==> src/rtl/psimd_pkg.sv <==
package psimd_pkg;
  typedef enum logic [1:0] {OPK_NONE, OPK_ADD, OPK_AND, OPK_ANDN} op_kind_t;
  typedef enum logic [1:0] {LW_B, LW_W, LW_D} lane_w_t;
  typedef enum logic [1:0] {SM_WRAP, SM_SGN, SM_UNS} sat_mode_t;
endpackage

==> src/rtl/psimd_decode.sv <==
module psimd_decode
  import psimd_pkg::*;
(
  input  logic [7:0] op,
  output logic       known,
  output op_kind_t   kind,
  output lane_w_t    lw,
  output sat_mode_t  sm
);
  always_comb begin
    known = 1'b1;
    kind  = OPK_ADD;
    lw    = LW_B;
    sm    = SM_WRAP;
    case (op)
      8'hFC: begin lw = LW_B; sm = SM_WRAP; end
      8'hFD: begin lw = LW_W; sm = SM_WRAP; end
      8'hFE: begin lw = LW_D; sm = SM_WRAP; end
      8'hEC: begin lw = LW_B; sm = SM_SGN;  end
      8'hED: begin lw = LW_W; sm = SM_SGN;  end
      8'hDC: begin lw = LW_B; sm = SM_UNS;  end
      8'hDD: begin lw = LW_W; sm = SM_UNS;  end
      8'hDB: kind = OPK_AND;
      8'hDF: kind = OPK_ANDN;
      default: begin
        known = 1'b0;
        kind  = OPK_NONE;
      end
    endcase
  end
endmodule

==> src/rtl/psimd_lane.sv <==
module psimd_lane
  import psimd_pkg::*;
#(
  parameter int W = 8
) (
  input  logic [W-1:0] a,
  input  logic [W-1:0] b,
  input  sat_mode_t    sm,
  output logic [W-1:0] y
);
  localparam logic [W-1:0] SMAX = {1'b0, {(W-1){1'b1}}};
  localparam logic [W-1:0] SMIN = {1'b1, {(W-1){1'b0}}};
  localparam logic [W-1:0] UMAX = {W{1'b1}};

  logic [W:0]   sum;
  logic [W-1:0] wrap;
  logic         s_ovf;

  always_comb begin
    sum   = {1'b0, a} + {1'b0, b};
    wrap  = sum[W-1:0];
    s_ovf = (a[W-1] == b[W-1]) && (wrap[W-1] != a[W-1]);
    case (sm)
      SM_SGN:  y = s_ovf ? (a[W-1] ? SMIN : SMAX) : wrap;
      SM_UNS:  y = sum[W] ? UMAX : wrap;
      default: y = wrap;
    endcase
  end
endmodule

==> src/rtl/psimd_alu.sv <==
module psimd_alu
  import psimd_pkg::*;
#(
  parameter int DATA_W = 64
) (
  input  logic              clk,
  input  logic              rst_n,
  input  logic              in_valid,
  input  logic [7:0]        in_op,
  input  logic [DATA_W-1:0] in_dst,
  input  logic [DATA_W-1:0] in_src,
  output logic              out_valid,
  output logic [DATA_W-1:0] out_data
);
  localparam int NB = DATA_W / 8;
  localparam int NW = DATA_W / 16;
  localparam int ND = DATA_W / 32;

  logic [1:0] rs_q;
  logic       rst_int_n;

  always_ff @(posedge clk or negedge rst_n) begin
    if (!rst_n) rs_q <= 2'b00;
    else        rs_q <= {rs_q[0], 1'b1};
  end
  assign rst_int_n = rs_q[1];

  logic      known;
  op_kind_t  kind;
  lane_w_t   lw;
  sat_mode_t sm;

  psimd_decode u_dec (
    .op(in_op), .known(known), .kind(kind), .lw(lw), .sm(sm)
  );

  logic [DATA_W-1:0] sum_b, sum_w, sum_d;

  for (genvar i = 0; i < NB; i++) begin : g_byte
    psimd_lane #(.W(8)) u_l (
      .a(in_dst[i*8 +: 8]), .b(in_src[i*8 +: 8]), .sm(sm), .y(sum_b[i*8 +: 8])
    );
  end
  for (genvar i = 0; i < NW; i++) begin : g_word
    psimd_lane #(.W(16)) u_l (
      .a(in_dst[i*16 +: 16]), .b(in_src[i*16 +: 16]), .sm(sm), .y(sum_w[i*16 +: 16])
    );
  end
  for (genvar i = 0; i < ND; i++) begin : g_dword
    psimd_lane #(.W(32)) u_l (
      .a(in_dst[i*32 +: 32]), .b(in_src[i*32 +: 32]), .sm(SM_WRAP), .y(sum_d[i*32 +: 32])
    );
  end

  logic [DATA_W-1:0] res_d;
  logic              fire;
  logic              vld_d;

  always_comb begin
    case (kind)
      OPK_ADD: begin
        case (lw)
          LW_W:    res_d = sum_w;
          LW_D:    res_d = sum_d;
          default: res_d = sum_b;
        endcase
      end
      OPK_AND:  res_d = in_dst & in_src;
      OPK_ANDN: res_d = ~in_dst & in_src;
      default:  res_d = '0;
    endcase
    fire  = in_valid && known;
    vld_d = fire;
  end

  always_ff @(posedge clk or negedge rst_int_n) begin
    if (!rst_int_n) out_valid <= 1'b0;
    else            out_valid <= vld_d;
  end

  always_ff @(posedge clk or negedge rst_int_n) begin
    if (!rst_int_n)  out_data <= '0;
    else if (fire)   out_data <= res_d;
  end
endmodule

==> config.mk <==
export PLATFORM = sky130hd
export DESIGN_NAME = psimd_alu
export DESIGN_NICKNAME = d
export VERILOG_FILES = /design/src/rtl/psimd_pkg.sv /design/src/rtl/psimd_decode.sv /design/src/rtl/psimd_lane.sv /design/src/rtl/psimd_alu.sv
export SDC_FILE = /design/constraint.sdc
export NUM_CORES = 1
export LEC_CHECK = 0
export ABC_AREA = 0
export BUFFER_PORTS_ARGS = -buffer_cell sky130_fd_sc_hd__buf_4
export CAP_MARGIN = 20
export CORE_ASPECT_RATIO = 1.1
export CORE_UTILIZATION = 25
export CTS_CLUSTER_SIZE = 14
export DETAILED_ROUTE_END_ITERATION = 6
export PLACE_DENSITY_LB_ADDON = 0.2
export SKIP_CTS_REPAIR_TIMING = 1
export SLEW_MARGIN = 30
export SYNTH_ARGS = -nofsm -noshare
export SYNTH_HDL_FRONTEND = slang
export SYNTH_SLANG_ARGS = --single-unit
==> constraint.sdc <==
create_clock -name clk -period 4.6 [get_ports clk]
set_clock_uncertainty 0.2 [all_clocks]
set_input_delay 0.46 -clock clk [delete_from_list [all_inputs] [get_ports clk]]
set_output_delay 0.46 -clock clk [all_outputs]
set_load 0.02 [all_outputs]
# Yosys cells after proc, flatten, opt, wreduce, memory -nomap -nowiden
# Index checks and enable logic that the tools add are counted.
# totals
latchBits,0
elab_cells,128
input_bits,139
mem_bits_rw,0
rom_bits,0
ff_bits,67
n_memories,0
output_inout_bits,65
# classes
bitwise_logic,3
shifts,0
order_cmp,0
n_mux,54
n_reduce_logical,18
div_mod_pow,0
multipliers,0
add_sub_neg,14
n_eq_ne,36
# op_table
op,n
$mux 16,12
$mux 8,24
$pmux 64 s3,1
$and 64x64->64,2
$pmux 16 s2,4
$pmux 64 s2,1
$pmux 8 s2,8
$add 8x8->9,8
$eq 8x8->1 const B,9
$add 16x16->17,4
$add 32x32->32,2
$not 64->64,1
$logic_and 1x1->1,13
$ne 1x1->1,12
$reduce_or 9->1,1
$eq 1x1->1,8
$eq 2x2->1 const B,4
$pmux 2 s2,2
$reduce_or 7->1,1
$eq 2x1->1 const B,3
$pmux 2 s3,1
$reduce_or 2->1,2
$reduce_or 3->1,1
$mux 1,1

# Depth between registers and ports, before layout
# Gate-level depths: netlist of the first run.
# logic_depth
depth_word,7
depth_mapped,14
depth_no_buf,13

# By module
# From an unflattened synthesis of the first run, not the netlist that was laid out.
# hier_totals
cells_unflattened,2335
hier_area_um2,18631.6
# modules_own_cells
mod,area_per_inst_um2,cells_each,seq_area_each_um2,instances
psimd_lane (g_byte[0].u_l ...),624.3,82,0.0,8
psimd_alu,4873.4,517,1676.6,1
psimd_lane (g_word[0].u_l ...),1114.8,145,0.0,4
psimd_lane (g_dword[0].u_l ...),2093.3,283,0.0,2
psimd_decode,117.6,16,0.0,1

# Worst setup path before layout of the first run
# Ideal clock, no wire load.
# synth_timing
kind,input to register
start,input port in_op[6]
end,register out_data[31]
required_ps,4335
path_slack_ps,1497
setup_ps,65
t_arrival_ps,2839
cell_stages,14
path_buffers,2
path_cell_list,and3_1 > nand2_1 > nor2_1 > nand3b_1 > ha_1 > buf_2 > clkinv_1 > nand2_1 > clkbuf_1 > nor3_1 > o41ai_1 > nand2_1 > a31oi_1 > o21a_1
# synth_between
elab_chain_cells,7
word_cells_on_any_way,30
cone_classes,eq/ne (16); mux (8); reduce/logical (6)
# synth_rtl
item,line,text
from (decl),psimd_alu.sv:9,"input logic [7:0] in_op,"
$eq 8x8->1,psimd_decode.sv:15,case (op)
$reduce_or 2->1 (no source line),-,
$pmux 2 s2,psimd_decode.sv:15,
$eq 2x2->1 / $eq 2x1->1 (equally long branches),psimd_lane.sv:23,case (sm)
$pmux 8 s2 / $pmux 16 s2 (equally long branches),psimd_lane.sv:23,
$pmux 64 s2,psimd_alu.sv:62,case (lw)
$pmux 64 s3,psimd_alu.sv:60,case (kind)
to (signal assigned),psimd_alu.sv:83,else if (fire) out_data <= res_d;
to (decl),psimd_alu.sv:13,output logic [DATA_W-1:0] out_data
# Parallel ways exist; a longest one is shown, timed or not.
# A chain may end at the register's enable or synchronous reset.

# Worst setup path in the final report of the first run
# layout_timing
start,input port in_dst[48]
end,register out_data[60]
# layout_between
elab_chain_cells,7
word_cells_on_any_way,9
cone_classes,add/sub (2); eq/ne (1); mux (5); reduce/logical (1)
# layout_rtl
item,line,text
from (decl),psimd_alu.sv:10,"input logic [DATA_W-1:0] in_dst,"
$add 16x16->17,psimd_lane.sv:20,"sum = {1'b0, a} + {1'b0, b};"
$ne 1x1->1,psimd_lane.sv:22,s_ovf = (a[W-1] == b[W-1]) && (wrap[W-1] != a[W-1]);
$logic_and 1x1->1,psimd_lane.sv:22,
$mux 16,psimd_lane.sv:24,SM_SGN: y = s_ovf ? (a[W-1] ? SMIN : SMAX) : wrap;
$pmux 16 s2,psimd_lane.sv:23,
$pmux 64 s2 (*),psimd_alu.sv:62,
$pmux 64 s3 (*),psimd_alu.sv:60,
# Mark *: on every way between the ends. The rest lies on a longest branch, timed or not.

==> impl_metrics.ini, run 1 <==
[synth]
synthCells = 1577
synth-simple-area-share_pct = 18.1
ys_top_cells_by_area = dfrtp_1 (14%), xor2_1 (7.6%), ha_1 (7.3%)
syn_nets = 1792
synth-xor-area-share_pct = 12.5
synth_area_leader_cell = dfrtp_1
async_flop_share_pct = 100
ys_seq_elements = 67
mappedNetlistArea_um2 = 11600
ys_warn_count = 0
synth_edf_count = 0
yosysSeqAreaShare_pct = 14.5
ys.flop_type = dfrtp_1
synth_top_family_by_area = compound AO/OA/AOI/OAI gates
synth_compound_area_share_pct = 40.0
synth_cell_types = 98
synth.avg_cell_area_um2 = 7.35
netlist.area_leader.share_pct = 14.5
yosys.area_share.adder_pct = 8.72
yosys-mux-area-fraction_pct = 0.270

[min_path]
hp-class = reg -> async

[routing]
dr.pass1.iters = 7
wl_met3_mm = 2.44
avgRoutedWirePerCell_um = 23.1
drt_wl_total_mm = 53.5
route.detailed.drc = 1
dr_wl_met2_mm = 25.9
wl_met1_mm = 23.9
routed.top_layer = met5
vias_per_cell = 5.66
drtIter0Drc = 1117
drtAntennaViolNets = 0
vias = 13100

[sta]
fmax_ghz = 0.265
worst_pin_slew_ps = 975
finalHoldViolations = 0
finalCriticalPeriod_ps = 3770
fin_setup_tns_ps = 0
finalCritPeriodShare_pct = 82.1
slew_headroom_pct = 35.0
setup_violations = 0
rsz0062_at_grt = false
drv_slew = 0

[global_routing]
gr-usage-all-layers_pct = 22.3
grt_max_degree = 47
antenna_found_initial = 4
grt_pass1_wl_mm = 81.1
grt_pass1_vias = 12900
grt_overflow_total = 0

[clocking]
cts_tree = done
insertion_delay_ps = 380
cts-root-buf = clkbuf_16
htree_levels = 3
cts_buffer_depth = 2
cts.clk_slew.worst_paths_ps = 70
numCtsBuffers = 9
cts.sinks = 67

[critical_path]
startpoint_type = primary input
cp.arrival_ps = 3820
worstPathRequired_ps = 4640
worstSetupPathType = in -> reg
cp-end-kind = flip-flop
worst-path-max-fanout = 14

[flow_run]
maxCapViolCount = 0

[power_and_ir_drop]
power_switching_share_pct = 44.3
power.internal_mw = 1.65
p_per_area_nw_per_um2 = 212
pwr-share-seq_pct = 23.4
p_leak_nw = 5.99
ir_worst_vdd_uv = 185
p_comb_share_pct = 51.7
p_switching_mw = 1.31
clkPwrFrac_pct = 24.9

[floorplan]
core_um2 = 45700
ios = 204
die_area_um2 = 47200
die_w_um = 207
num_rows = 82
die_h_um = 228
initial_core_util_pct = 25.4

[final_layout]
filler_cell_count = 4982
drive_above_1_share_pct = 18.1
utilization_pct = 30.5
area_delta_synth_final_pct = 20.3
multi_input_area_um2 = 9240
regArea_um2 = 1680
nNetsFinal = 1937

[placement]
port_buffers = 203
gp_congestion = 0.911
dp_hpwl_mm = 40.9

[status]
violations = design-rule violations
status = complete, but fails checks
-- synth_stat cells (8+ instances only) --
cell      number
xnor2_1       63
nand3_1       36
a21oi_1      164
a21o_1        45
o21bai_1      14
o211ai_1      15
o21ai_1       29
buf_4         13
o21ai_0      126
nor2b_1       11
nand4_1       20
a32oi_1       45
xor2_1       100
o21a_1        17
fa_1           8
nand2b_1      19
buf_2         37
a221o_1       15
a32o_1         8
a31oi_1       26
nor3_1        25
ha_1          68
and3_1        14
a221oi_1      12
nor2_1       120
inv_1         40
dfrtp_1       67
and2_1        17
a211oi_1      33
clkbuf_1      53
nand2_1      154
o31ai_1       19
-- cell usage in the layout (no fill, tap or decap), types with 17 or more instances in the layout --
cell type,n
a32oi_1,45
o21ai_0,126
nand2b_1,19
ha_1,66
xor2_1,100
a31oi_1,26
nand3_1,36
a21o_1,44
o21ai_1,29
o31ai_1,19
nand4_1,20
nor3_1,25
nor2_1,120
a21oi_1,163
dfrtp_1,66
a211oi_1,33
buf_4,242
o21a_1,17
xnor2_1,63
inv_1,40
nand2_1,154
-- worst max-delay path, cell delays in order --
cell and delay, ps:
buf_4 120, ha_1 320, fa_1 550, a211oi_2 210, o21bai_1 160, o31a_1 400, a221oi_2 330, o21ai_1 130
nand2_2 290, o21ai_0 230, a221oi_1 470, o31ai_1 130
-- final timing paths --
path                               from           end  slack [ps]  cells past startpoint
max reg2reg                out_data[15]  out_data[15]        3280                      4
max                          in_dst[48]  out_data[60]         830                     12
min in group clk             in_src[43]  out_data[43]         130                      3
min reg2reg                     rs_q[1]   out_data[6]         130                      1
min                             rs_q[1]   out_data[6]         130                      1
max in group asynchronous       rs_q[1]  out_data[53]        3530                      1
-- flip-flops by register name, indices dropped and copies added (netlist names) --
signal / count
out_data: 64
out_valid: 1
rs_q: 2
-- cells by family after synthesis --
family,after synthesis
xor gates and xnor gates,164
other,1
and+or+nand+nor,449
muxes,3
DFF,67
adders and majority gates,76
buffers and inverters,153
AOI/OAI and AO/OA,664
-- power groups by stage --
stage	combinational, mW	sequential, mW	clock, mW
3_3_place_gp	1.51	0.704	0
5_1_grt	1.67	0.700	0.766
2_1_floorplan	0.947	0.757	0
4_1_cts	1.52	0.694	0.750
6_report	1.53	0.692	0.737
3_5_place_dp	1.51	0.704	0
-- cell type report --
cell class / instances / area share (%)
Tap cell: 588 / 5.28
Sequential cell: 67 / 12.0
Multi-Input combinational cell: 1357 / 66.3
Antenna cell: 1 / 0.0180
Inverter: 43 / 1.16
Clock inverter: 2 / 0.0898
Clock buffer: 13 / 1.87
Timing Repair Buffer: 244 / 13.3
-- per-layer routing --
layer  vias to the layer above  track usage, %
li1                       6204               -
met1                      6369            28.9
met2                       443            38.2
met3                        75            2.51
met4                         6            7.30
met5                         -               0
-- stage by stage --
step | instances | area [µm²] | setup slack, ps | hold WS [ps] | power (mW)
2_1_floorplan | 1577 | 11600 | 1500 | -35.6 | 1.70
3_3_place_gp | 2298 | 13600 | 354 | 45.5 | 2.22
3_5_place_dp | 2298 | 13600 | 408 | 46.9 | 2.21
4_1_cts | 2313 | 13900 | 811 | -370 | 2.96
5_1_grt | 2315 | 13900 | 732 | 144 | 3.14
6_report | 2315 | 13900 | 825 | 126 | 2.96
Power figures use the tool's default switching activity.
==> run 2: changes to the inputs <==
==> constraint.sdc (replaced) <==
create_clock -name clk -period 3.63 [get_ports clk]
set_clock_uncertainty 0.2 [all_clocks]
set_input_delay 0.363 -clock clk [delete_from_list [all_inputs] [get_ports clk]]
set_output_delay 0.363 -clock clk [all_outputs]
set_load 0.02 [all_outputs]
==> run 2 against run 1 <==
Compared with the run above:
- the run now ends clean
- total power increased by 31%
- die area unchanged
- core utilization is 1.2 points higher
- clock power increased by 37%
- worst hold slack worse by 110 ps
- register-to-register slack got worse by 1000 ps
- routed wire length is 1.3% higher
- first-iteration DRC count fell by 4.0%
- combinational power grew 30%
- worst setup slack lost 280 ps
- highest routed layer unchanged
==> impl_metrics.ini, run 2 (synthesis gave the netlist of run 1 again) <==
[status]
status = finished clean

[final_layout]
area_delta_synth_final_pct = 25.0
layout_commonest_cell = buf_4
diodes = 0
nNetsFinal = 2003
regMostFlops = out_data
largest_reg_flops = 64
final_cell_mix = buf_4 (305), a21oi_1 (163), nand2_1 (154)
drive_above_1_share_pct = 21.1
reg_top3 = out_data: 64 flops, rs_q: 2 flops, out_valid: 1 flops

[placement]
dp_hpwl_mm = 42.2
gp_congestion = 0.929
port_buffers = 203

[critical_path]
crit_start = in_dst[32]
cp-end-kind = flip-flop
cpPeakStageDelay_ps = 450
worstSetupPathType = in -> reg
cp.depth = 12
startpoint_type = primary input
reg2reg_from = rs_q[1]
crit_buf_inv = 1
cp.arrival_ps = 3150
crit_family = compound AO/OA/AOI/OAI gates
worstPathRequired_ps = 3690
rr_worst_depth = 1
crit_top_cell = a21oi_1
crit_chain = buf_4, ha_1, fa_1, a211oi_2, nor2_2, o41a_4, nand4_4, a21oi_1, a221oi_4, nand2_1, a21oi_1, o21ai_1
worst-path-max-fanout = 5
cp_slowest_cell = a221oi_4

[global_routing]
grt_pass1_wl_mm = 82.9
grt_pass1_vias = 13500
grt_overflow_total = 0
grt_max_degree = 48
gr-usage-all-layers_pct = 22.7
antenna_found_initial = 1

[sta]
fmax_ghz = 0.324
setup_violations = 0
slew_headroom_pct = 39.1
finalCriticalPeriod_ps = 3090
finalCritPeriodShare_pct = 85.0
drv_slew = 0
finalHoldViolations = 0
fin_setup_tns_ps = 0
worst_pin_slew_ps = 914
rsz0062_at_grt = false

[routing]
dr.pass1.iters = 6
avgRoutedWirePerCell_um = 22.8
vias_per_cell = 5.64
wl_met1_mm = 23.7
vias = 13400
drtIter0Drc = 1072
routed.top_layer = met5
drt_wl_total_mm = 54.2
route.detailed.drc = 0
wl_met3_mm = 2.66
dr_wl_met2_mm = 26.6
drtAntennaViolNets = 0

[clocking]
cts_tree = done
cts-root-buf = clkbuf_16
cts_buffer_depth = 2
numCtsBuffers = 9
cts.sinks = 67
insertion_delay_ps = 390
cts.clk_slew.worst_paths_ps = 60
htree_levels = 3

[floorplan]
num_rows = 82
die_area_um2 = 47200
die_w_um = 207
die_h_um = 228
core_um2 = 45700
initial_core_util_pct = 25.4
ios = 204

[power_and_ir_drop]
finalPower_mw = 3.89
p_per_area_nw_per_um2 = 268
p_leak_nw = 6.33
ir_worst_vdd_uv = 262

[min_path]
hp-class = in -> reg
min_from = in_src[8]
worstHoldPathCells = 3

[flow_run]
maxCapViolCount = 0
run 2: path summary, 6_finish.rpt:
kind	endpoint	slack, ps
min in group asynchronous	rs_q[1]	80
min	out_data[8]	20
max	out_data[33]	540
max in group asynchronous	out_data[50]	2240
min reg2reg	rs_q[1]	150
max reg2reg	out_data[50]	2240
run 2: metal layers:
metal | track usage [%] | up-vias
met5 | 0 | -
met4 | 7.74 | 2
met2 | 39.5 | 479
met3 | 3.24 | 82
li1 | - | 6332
met1 | 28.5 | 6525
run 2: per-stage QoR:
stage	util [%]	instances	hold slack, ps	area, µm²	setup WS [ps]
floorplan	-	1577	-133	11600	624
global placement	31.1	2364	-50.8	14200	153
detailed placement	31.1	2364	-51.0	14200	152
CTS	31.7	2379	-477	14500	561
global route	31.7	2380	38.8	14500	354
finish	31.7	2380	19.3	14500	544
run 2: power by group:
| part | leakage [nW] | internal [mW] | switching (mW) |
|---|---|---|---|
| registers | 0.904 | 0.815 | 0.0683 |
| logic | 5.28 | 0.827 | 1.16 |
| clock network | 0.146 | 0.566 | 0.446 |
run 2: cell type report:
cell class | instances | area, µm²
fillers | 4946 | 31200
multi-input cells | 1357 | 9240
repair buffers | 310 | 2380
flip-flops and latches | 67 | 1680
well taps | 588 | 736
clock buffers | 13 | 260
inverters | 43 | 161
clock inverters | 2 | 35.0
run 2: worst min-delay path: stages:
cell and delay, ps:
buf_4 80, a32oi_1 70, nand2_1 50
==> run 3: changes to the inputs <==
--- a/config.mk
+++ b/config.mk
@@ -13,6 +13,7 @@
 export CTS_CLUSTER_SIZE = 14
 export DETAILED_ROUTE_END_ITERATION = 6
 export PLACE_DENSITY_LB_ADDON = 0.2
+export REMOVE_ABC_BUFFERS = 1
 export SKIP_CTS_REPAIR_TIMING = 1
 export SLEW_MARGIN = 30
 export SYNTH_ARGS = -nofsm -noshare
==> run 3 against run 2 <==
Compared with the run above:
- sequential power is essentially flat
- largest cell class unchanged
- sequential cell count did not move
- total power decreased by 1.3%
- critical path depth unchanged
- via count down 1.1%
- global-route usage fell by 0.61 points
- first-iteration DRC count is 10% lower
- fmax fell by 4.4%
==> impl_metrics.ini, run 3 (synthesis gave the netlist of run 1 again) <==
[sta]
finalHoldViolations = 0
finalCritPeriodShare_pct = 88.9
setup_violations = 0
finalCriticalPeriod_ps = 3230
slew_headroom_pct = 48.4
rsz0062_at_grt = false
worst_slack_ps = 403
fin_setup_tns_ps = 0
worst_pin_slew_ps = 771
fmax_ghz = 0.310
drv_slew = 0

[power_and_ir_drop]
p_switching_mw = 1.66
clkPwrFrac_pct = 25.9
pwr-share-seq_pct = 23.0
power.internal_mw = 2.17
p_leak_nw = 6.31
power_switching_share_pct = 43.3
ir_worst_vdd_uv = 140
p_per_area_nw_per_um2 = 266
p_comb_share_pct = 51.1

[clocking]
cts_tree = done
insertion_delay_ps = 380
cts-root-buf = clkbuf_16
numCtsBuffers = 9
cts.sinks = 67
htree_levels = 3
cts.clk_slew.worst_paths_ps = 70
cts_buffer_depth = 2

[placement]
place_ws_ps = 45.5
port_buffers = 203
dpl_cell_area_um2 = 14100
dp_hpwl_mm = 41.2
gp_congestion = 0.884

[final_layout]
largest_reg_flops = 64
layout_commonest_cell = buf_4
reg_top3 = out_data: 64 flops, rs_q: 2 flops, out_valid: 1 flops
filler_cell_count = 4966
finalInstanceArea_um2 = 14400
final_cell_mix = buf_4 (300), a21oi_1 (163), nand2_1 (154)
utilization_pct = 31.6
drive_above_1_share_pct = 20.9
diodes = 0
nNetsFinal = 1998
area_delta_synth_final_pct = 24.6
regMostFlops = out_data

[floorplan]
ios = 204
core_um2 = 45700
die_w_um = 207
die_area_um2 = 47200
num_rows = 82
initial_core_util_pct = 25.4
die_h_um = 228

[global_routing]
antenna_found_initial = 0
grt_overflow_total = 0
gr-usage-all-layers_pct = 22.1
grt_max_degree = 41
grt_pass1_vias = 13300
grt_pass1_wl_mm = 80.8

[routing]
vias_per_cell = 5.59
route.detailed.drc = 0
avgRoutedWirePerCell_um = 22.3
drtAntennaViolNets = 0
dr.pass1.iters = 7
drt_wl_total_mm = 53.0
vias = 13300
drtIter0Drc = 963

[critical_path]
cp-end-kind = flip-flop
worst-path-max-fanout = 6
cp.arrival_ps = 3290
startpoint_type = primary input
worstSetupPathType = in -> reg
worstPathRequired_ps = 3690

[flow_run]
maxCapViolCount = 0

[min_path]
hp-class = in -> reg

[status]
status = finished clean
==> run 3: changes by cell type in the layout (fill, tap and decap cells not counted), sizes merged <==
cell    change
buf         -5
clkinv      +1
clkbuf      -2
==> run 3: path summary, 6_finish.rpt <==
kind	start	to	slack [ps]	cells after the start
hold / removal	in_src[43]	out_data[43]	20	3
min in group asynchronous	rst_n	rs_q[1]	90	2
hold reg to reg	rs_q[1]	out_data[29]	100	0
max in group asynchronous	rs_q[1]	out_data[62]	2220	1
setup reg to reg	rs_q[1]	out_data[62]	2220	1
setup / recovery	in_dst[0]	out_data[30]	400	12
==> run 3: cell type report <==
cell class | count | area (µm²) | share of cell area (%)
Clock buffer | 11 | 243 | 1.68
Clock inverter | 3 | 40.0 | 0.277
Inverter | 43 | 161 | 1.12
Multi-Input combinational cell | 1357 | 9240 | 64.0
Sequential cell | 67 | 1680 | 11.6
Tap cell | 588 | 736 | 5.10
Timing Repair Buffer | 305 | 2340 | 16.2
==> run 3: layer usage <==
metal  up-vias  track usage, %  routed length (µm)
li1       6322               -                   -
met1      6470            27.8               23300
met2       417            39.2               26300
met3        68            2.46                2190
met4         0            7.18                1200
met5         -               0                   0
==> run 3: through the flow <==
step	total power, mW	hold WS [ps]	cells
6_report	3.84	23.0	2374
5_1_grt	4.08	36.2	2374
4_1_cts	3.86	-466	2373
3_5_place_dp	2.84	-49.4	2359
3_3_place_gp	2.83	-50.3	2359
2_1_floorplan	2.13	-133	1467
==> run 3: worst max-delay path, cell delays in order <==
cell and delay [ps]:
buf_4 120, ha_1 220, fa_1 450, a211oi_2 240
o21bai_2 160, a311oi_4 510, o22ai_2 250, a2bb2oi_1 230
a21boi_2 190, xnor2_1 100, a221oi_2 370, a21oi_1 70
==> run 3: power groups by stage <==
stage	sequential, mW	clock (mW)	combinational, mW
finish	0.881	0.993	1.96
global route	0.890	1.04	2.15
CTS	0.884	1.02	1.96
detailed placement	0.897	0	1.95
global placement	0.897	0	1.93
floorplan	0.960	0	1.17
